File: config.mk
export PLATFORM = sky130hd
export DESIGN_NAME = tdm_8b10b_rx
export DESIGN_NICKNAME = d
export VERILOG_FILES = /design/src/rtl/tdm_dec_pkg.sv /design/src/rtl/tdm_dec_core.sv /design/src/rtl/tdm_sched.sv /design/src/rtl/tdm_pair_dec.sv /design/src/rtl/tdm_8b10b_rx.sv
export SDC_FILE = /design/constraint.sdc
export NUM_CORES = 1
export LEC_CHECK = 0
export BUFFER_PORTS_ARGS = -buffer_cell sky130_fd_sc_hd__buf_2
export CAP_MARGIN = 20
export CORE_ASPECT_RATIO = 0.6
export CORE_MARGIN = 4
export CORE_UTILIZATION = 63
export CTS_CLUSTER_DIAMETER = 50
export DETAILED_ROUTE_END_ITERATION = 12
export PLACE_DENSITY = 0.95
export SLEW_MARGIN = 25
export SYNTH_ARGS = -nofsm -noshare
export SYNTH_HDL_FRONTEND = slang
export SYNTH_HIERARCHICAL = 1
export SYNTH_SLANG_ARGS = --single-unit
File: constraint.sdc
create_clock -name clk -period 11.3 [get_ports clk]
set_input_delay 2.26 -clock clk [delete_from_list [all_inputs] [get_ports clk]]
set_output_delay 2.26 -clock clk [all_outputs]
set_load 0.02 [all_outputs]
File: src/rtl/tdm_dec_pkg.sv
package tdm_dec_pkg;
  localparam int CODE_W = 10;
  localparam int BYTE_W = 8;
  localparam logic [BYTE_W-1:0] COMMA_BYTE = 8'hBC;

  typedef struct packed {
    logic [BYTE_W-1:0] data;
    logic              k;
    logic              err;
  } dec_out_t;
endpackage

File: src/rtl/tdm_dec_core.sv
module tdm_dec_core
  import tdm_dec_pkg::*;
(
  input  logic [CODE_W-1:0] code,
  input  logic              rd_in,
  output dec_out_t          res,
  output logic              rd_out
);
  logic [5:0] six;
  logic [3:0] four;
  logic [4:0] five_val;
  logic [2:0] three_val;
  logic       six_ok, four_ok, is_k28, k_ok, rd_mid, bad_rd, err;
  logic [2:0] six_w, four_w;

  assign six  = code[9:4];
  assign four = code[3:0];

  always_comb begin
    six_ok = 1'b1;
    unique case (six)
      6'b100111, 6'b011000: five_val = 5'd0;
      6'b011101, 6'b100010: five_val = 5'd1;
      6'b101101, 6'b010010: five_val = 5'd2;
      6'b110001:            five_val = 5'd3;
      6'b110101, 6'b001010: five_val = 5'd4;
      6'b101001:            five_val = 5'd5;
      6'b011001:            five_val = 5'd6;
      6'b111000, 6'b000111: five_val = 5'd7;
      6'b111001, 6'b000110: five_val = 5'd8;
      6'b100101:            five_val = 5'd9;
      6'b010101:            five_val = 5'd10;
      6'b110100:            five_val = 5'd11;
      6'b001101:            five_val = 5'd12;
      6'b101100:            five_val = 5'd13;
      6'b011100:            five_val = 5'd14;
      6'b010111, 6'b101000: five_val = 5'd15;
      6'b011011, 6'b100100: five_val = 5'd16;
      6'b100011:            five_val = 5'd17;
      6'b010011:            five_val = 5'd18;
      6'b110010:            five_val = 5'd19;
      6'b001011:            five_val = 5'd20;
      6'b101010:            five_val = 5'd21;
      6'b011010:            five_val = 5'd22;
      6'b111010, 6'b000101: five_val = 5'd23;
      6'b110011, 6'b001100: five_val = 5'd24;
      6'b100110:            five_val = 5'd25;
      6'b010110:            five_val = 5'd26;
      6'b110110, 6'b001001: five_val = 5'd27;
      6'b001110:            five_val = 5'd28;
      6'b101110, 6'b010001: five_val = 5'd29;
      6'b011110, 6'b100001: five_val = 5'd30;
      6'b101011, 6'b010100: five_val = 5'd31;
      default: begin
        five_val = 5'd0;
        six_ok   = 1'b0;
      end
    endcase
  end

  always_comb begin
    four_ok = 1'b1;
    unique case (four)
      4'b1011, 4'b0100:                   three_val = 3'd0;
      4'b1001:                            three_val = 3'd1;
      4'b0101:                            three_val = 3'd2;
      4'b1100, 4'b0011:                   three_val = 3'd3;
      4'b1101, 4'b0010:                   three_val = 3'd4;
      4'b1010:                            three_val = 3'd5;
      4'b0110:                            three_val = 3'd6;
      4'b1110, 4'b0001, 4'b0111, 4'b1000: three_val = 3'd7;
      default: begin
        three_val = 3'd0;
        four_ok   = 1'b0;
      end
    endcase
  end

  always_comb begin
    six_w  = 3'($countones(six));
    four_w = 3'($countones(four));
    is_k28 = (six == 6'b001111) || (six == 6'b110000);
    k_ok   = (six == 6'b001111 && four == 4'b1010) ||
             (six == 6'b110000 && four == 4'b0101);
    rd_mid = (six_w == 3'd4) ? 1'b1 : (six_w == 3'd2) ? 1'b0 : rd_in;
    rd_out = (four_w == 3'd3) ? 1'b1 : (four_w == 3'd1) ? 1'b0 : rd_mid;
    bad_rd = (six_w == 3'd4 && rd_in)   || (six_w == 3'd2 && !rd_in) ||
             (four_w == 3'd3 && rd_mid) || (four_w == 3'd1 && !rd_mid);
    err    = bad_rd || !four_ok || (is_k28 ? !k_ok : !six_ok);
    res.err  = err;
    res.k    = is_k28 && !err;
    res.data = err ? '0 : (is_k28 ? COMMA_BYTE : {three_val, five_val});
  end
endmodule

File: src/rtl/tdm_sched.sv
module tdm_sched (
  input  logic clk,
  input  logic rst_n,
  input  logic extend,
  output logic pick_even,
  output logic armed
);
  logic phase_q, phase_n, armed_q, armed_n;

  always_comb begin
    phase_n = ~phase_q;
    armed_n = 1'b1;
  end

  always_ff @(posedge clk or negedge rst_n) begin
    if (!rst_n) begin
      phase_q <= 1'b0;
      armed_q <= 1'b0;
    end else begin
      phase_q <= phase_n;
      armed_q <= armed_n;
    end
  end

  assign pick_even = phase_q ^ extend;
  assign armed     = armed_q;


  sched_alt_chk: assert property (@(posedge clk) disable iff (!rst_n)
    armed_q && $stable(extend) |-> pick_even != $past(pick_even));
endmodule

File: src/rtl/tdm_pair_dec.sv
module tdm_pair_dec
  import tdm_dec_pkg::*;
(
  input  logic              clk,
  input  logic              rst_n,
  input  logic              armed,
  input  logic              pick_a,
  input  logic [CODE_W-1:0] code_a,
  input  logic [CODE_W-1:0] code_b,
  output dec_out_t          res_a,
  output dec_out_t          res_b,
  output logic              vld_a,
  output logic              vld_b
);
  logic [CODE_W-1:0] hold_a_q, hold_b_q, cur_code;
  logic              rd_a_q, rd_b_q, rd_a_n, rd_b_n, cur_rd, new_rd;
  logic              vld_a_q, vld_b_q, vld_a_n, vld_b_n;
  dec_out_t          res_a_q, res_b_q, res_a_n, res_b_n, cur_res;

  always_comb begin
    cur_code = pick_a ? hold_a_q : hold_b_q;
    cur_rd   = pick_a ? rd_a_q : rd_b_q;
  end

  tdm_dec_core u_core (
    .code   (cur_code),
    .rd_in  (cur_rd),
    .res    (cur_res),
    .rd_out (new_rd)
  );

  always_comb begin
    vld_a_n = armed && pick_a;
    vld_b_n = armed && !pick_a;
    res_a_n = vld_a_n ? cur_res : res_a_q;
    res_b_n = vld_b_n ? cur_res : res_b_q;
    rd_a_n  = vld_a_n ? new_rd : rd_a_q;
    rd_b_n  = vld_b_n ? new_rd : rd_b_q;
  end

  always_ff @(posedge clk or negedge rst_n) begin
    if (!rst_n) begin
      hold_a_q <= '0;
      hold_b_q <= '0;
      rd_a_q   <= 1'b0;
      rd_b_q   <= 1'b0;
      res_a_q  <= '0;
      res_b_q  <= '0;
      vld_a_q  <= 1'b0;
      vld_b_q  <= 1'b0;
    end else begin
      hold_a_q <= code_a;
      hold_b_q <= code_b;
      rd_a_q   <= rd_a_n;
      rd_b_q   <= rd_b_n;
      res_a_q  <= res_a_n;
      res_b_q  <= res_b_n;
      vld_a_q  <= vld_a_n;
      vld_b_q  <= vld_b_n;
    end
  end

  assign res_a = res_a_q;
  assign res_b = res_b_q;
  assign vld_a = vld_a_q;
  assign vld_b = vld_b_q;


  pair_excl_chk: assert property (@(posedge clk) disable iff (!rst_n)
    !(vld_a_q && vld_b_q));

  single_pulse_chk: assert property (@(posedge clk) disable iff (!rst_n)
    vld_a_q |=> !vld_a_q);

  hold_a_chk: assert property (@(posedge clk) disable iff (!rst_n)
    !vld_a_q |-> $stable(res_a_q));

  hold_b_chk: assert property (@(posedge clk) disable iff (!rst_n)
    !vld_b_q |-> $stable(res_b_q));

  k_not_err_chk: assert property (@(posedge clk) disable iff (!rst_n)
    res_a_q.k |-> !res_a_q.err);
endmodule

File: src/rtl/tdm_8b10b_rx.sv
module tdm_8b10b_rx
  import tdm_dec_pkg::*;
#(
  parameter int NUM_PAIRS = 2,
  localparam int NUM_LANES = 2 * NUM_PAIRS
) (
  input  logic                        clk,
  input  logic                        rst_n,
  input  logic                        extend,
  input  logic [CODE_W*NUM_LANES-1:0] lane_code,
  output logic [BYTE_W*NUM_LANES-1:0] lane_data,
  output logic [NUM_LANES-1:0]        lane_k,
  output logic [NUM_LANES-1:0]        lane_err,
  output logic [NUM_LANES-1:0]        lane_valid
);
  logic pick_even, armed;

  tdm_sched u_sched (
    .clk       (clk),
    .rst_n     (rst_n),
    .extend    (extend),
    .pick_even (pick_even),
    .armed     (armed)
  );

  for (genvar p = 0; p < NUM_PAIRS; p++) begin : g_pair
    dec_out_t res_a, res_b;
    logic     vld_a, vld_b;

    tdm_pair_dec u_pair (
      .clk    (clk),
      .rst_n  (rst_n),
      .armed  (armed),
      .pick_a (pick_even),
      .code_a (lane_code[(2*p)*CODE_W +: CODE_W]),
      .code_b (lane_code[(2*p+1)*CODE_W +: CODE_W]),
      .res_a  (res_a),
      .res_b  (res_b),
      .vld_a  (vld_a),
      .vld_b  (vld_b)
    );

    assign lane_data[(2*p)*BYTE_W +: BYTE_W]   = res_a.data;
    assign lane_data[(2*p+1)*BYTE_W +: BYTE_W] = res_b.data;
    assign lane_k[2*p]       = res_a.k;
    assign lane_k[2*p+1]     = res_b.k;
    assign lane_err[2*p]     = res_a.err;
    assign lane_err[2*p+1]   = res_b.err;
    assign lane_valid[2*p]   = vld_a;
    assign lane_valid[2*p+1] = vld_b;


    pair_lockstep_chk: assert property (@(posedge clk) disable iff (!rst_n)
      lane_valid[2*p] == lane_valid[0]);
  end
endmodule

==> reports/metrics.cfg <==
[synth]
synth-seq-cells = 90
ys.flop_type = dfrtp_1
yosysWarnings = 6
synth-edff-count = 0
synth_cell_types = 86
syn-num-nets = 626
syn_area_per_cell_um2 = 10.8
synth-seq-area-share_pct = 37.5
synth.cell_area_um2 = 6000
postSynthCellCount = 553
async_reset_ff_share_pct = 100

[drt]
drt-initial-drc-count = 427
wl_um = 14500
drt-met1-wl_um = 6670
post-route-drc-count = 0
ant_nets = 0
vias_per_cell = 6.28
met2_length_um = 5710
top_layer_used = met4
wl_per_cell_um = 19.4
met3WireLength_um = 1910
num_vias = 4682
firstDrtPassIters = 5

[sta]
worst_slew_pin_slew_ns = 0.797
fin_ws_ns = 4.68
fmax_mhz = 151
slew_headroom_pct = 46.9
finalClockSkew_ns = 0.00951
slew_viol_final = 0
setup_violations = 0
final.setup.tns_ns = 0
rsz0062_at_grt = no
final_hold_viol_count = 0
fin_crit_sh_pct = 58.5
fin_crit_ns = 6.62

[clock_network]
cts_resized = 0
hold_buffers = 0
h-tree-depth = 3
postCtsSetupRepairBufs = 0
clock_sinks = 90
clk_path_buf_depth = 2
clk_pin_slew_ns = 0.06
clk_latency_ns = 0.34
cts_root_buf = clkbuf_16
numCtsBuffers = 9
cts_tree = built

[final_layout]
fillers = 667
layout-drive-gt1-share_pct = 32.5
multiInputGateArea_um2 = 3330
syn2layout_area_growth_pct = 10.8
final_common_cell = dfrtp_1
mostFrequentLayoutCells = dfrtp_1, buf_2, mux2_4, mux2_2, inv_1
finalNetCount = 684
seq_area_um2 = 2250
antenna_cells = 0

[worst_hold_path]
holdPathEnd = u_sched/phase_q
whs_path_depth = 1
holdCritStartpoint = u_sched/phase_q
hp-class = reg -> reg

[pwr]
total_leakage_power_uw = 0.00312
ir_drop_v = 0.0000846
clockPowerShare_pct = 28.0
power.density_nw_per_um2 = 181
power.internal_uw = 791
comb_power_share_pct = 37.5
pwr-share-seq_pct = 34.5
swShare_pct = 34.4
power_switching_uw = 415

[global_route]
grt_first_pass_wirelength_um = 23300
grt_use_total_pct = 26.1
grt_max_degree = 91
antenna_found_initial = 0
grt_overflow = 0
grt_pass1_vias = 4445

[critical_path]
cp_common_cell = fa_1
worstReg2RegEnd = g_pair[1].u_pair/res_a[7]
crit_start = extend
arrival_ns = 6.90
cp_slowest_stage_delay_ns = 0.62
cp_data_required_time_ns = 11.58
cp_max_fo = 33
worstPathCellList = buf_2 -> xor2_2 -> buf_4 -> mux2_2 -> fa_1 -> inv_1 -> fa_1 -> inv_1 -> ha_1 -> fa_1 -> o21bai_1 -> a22oi_1 -> xor2_1 -> a211o_1 -> a31o_4 -> a31oi_1 -> mux2_4
slowest_stage = mux2_2
timing.critical_path.buf_inv = 4
rr_worst_depth = 16
crit_path_end_kind = flop
crit_type = in -> reg
rrSetupSlack_ns = 6.27
cp_top_family = adder cells
critPathLaunchType = input pin
worst_r2r_startpoint = u_sched/phase_q

[placed_design]
port_buffers = 86
dp_hpwl_um = 10400
place_congestion = 1.04
place_ws_ns = 4.42

[die]
num_rows = 27
dieArea_um2 = 11200
die_h_um = 83.6
die_x_um = 134
ios = 87
initial_core_util_pct = 65.1
core_area_um2 = 9220

[status]
status = complete, no violations

[flow_run]
max_cap_viol_count = 0

layer usage:
metal	vias to the layer above	GRT usage, %
li1	2102	-
met1	2248	39.4
met2	305	35.5
met3	27	9.64
met4	0	5.60
met5	-	0
power by group through the flow:
stage	combinational (uW)	clock (uW)	sequential, uW
2_1_floorplan	282	0	468
3_3_place_gp	428	0	416
3_5_place_dp	443	0	420
4_1_cts	448	343	416
5_1_grt	487	359	422
6_report	452	338	416
area by class of cell:
cell class,instances,area share (%)
multi-input cells,390,50.1
flip-flops and latches,90,33.9
repair buffers,87,6.68
clock buffers,10,3.44
well taps,130,2.45
inverters,33,1.86
clock inverters,5,1.56
cells in the mapped netlist (10+ instances only):
cell,n,area [um^2]
nor2_1,25,93.8
nand2b_1,21,131
ha_1,22,275
dfrtp_1,90,2250
nand2_1,28,105
mux2_2,31,349
inv_1,29,109
nor2b_1,10,62.6
o21ai_0,16,80.1
a21oi_1,25,125
buf_2,10,50.1
mux2_4,36,541
buf_6,10,113
nor3_1,15,75.1
buf_4,16,120
flip-flops by register name, summed over array words and instances (netlist names):
name,cells
u_sched/armed,1
g_pair.u_pair/vld_a,2
g_pair.u_pair/rd_b_q,2
g_pair.u_pair/vld_b,2
g_pair.u_pair/hold_b_q,20
g_pair.u_pair/hold_a_q,20
u_sched/phase_q,1
g_pair.u_pair/res_b,20
g_pair.u_pair/res_a,20
g_pair.u_pair/rd_a_q,2
kinds of logic after synthesis:
group,count (synthesis),share of synthesized area (%)
AND/OR/NAND/NOR,156,15.7
AO/OA/AOI/OAI,122,15.4
flip-flops,90,37.5
multiplexers,75,16.2
buffers and inverters,73,7.03
adder cells (fa/ha/maj),30,7.26
XOR/XNOR,6,0.876
other,1,0.0625
how the worst max path moves through the flow:
stage | to | slack, ns | depth (start not counted)
5_1_grt | g_pair[1].u_pair/res_a[7] | 4.47 | 17
6_report | g_pair[1].u_pair/res_a[7] | 4.68 | 17
3_5_place_dp | g_pair[1].u_pair/res_b[8] | 4.42 | 17
3_3_place_gp | g_pair[1].u_pair/res_a[7] | 4.57 | 17
2_1_floorplan | g_pair[1].u_pair/res_a[0] | 4.69 | 16
4_1_cts | g_pair[1].u_pair/res_a[7] | 4.73 | 17
stage by stage:
| step | util, % | hold slack (ns) | power (uW) | instance area, um^2 | std cells |
|---|---|---|---|---|---|
| 6_report | 72.1 | 0.484 | 1210 | 6650 | 745 |
| 5_1_grt | 72.1 | 0.514 | 1270 | 6650 | 745 |
| 4_1_cts | 72.1 | 0.492 | 1210 | 6650 | 745 |
| 3_5_place_dp | 68.4 | 0.482 | 863 | 6310 | 730 |
| 3_3_place_gp | 68.4 | 0.465 | 844 | 6310 | 730 |
| 2_1_floorplan | - | 0.413 | 750 | 6000 | 553 |
Note: power is estimated with default switching activity, not from simulation.
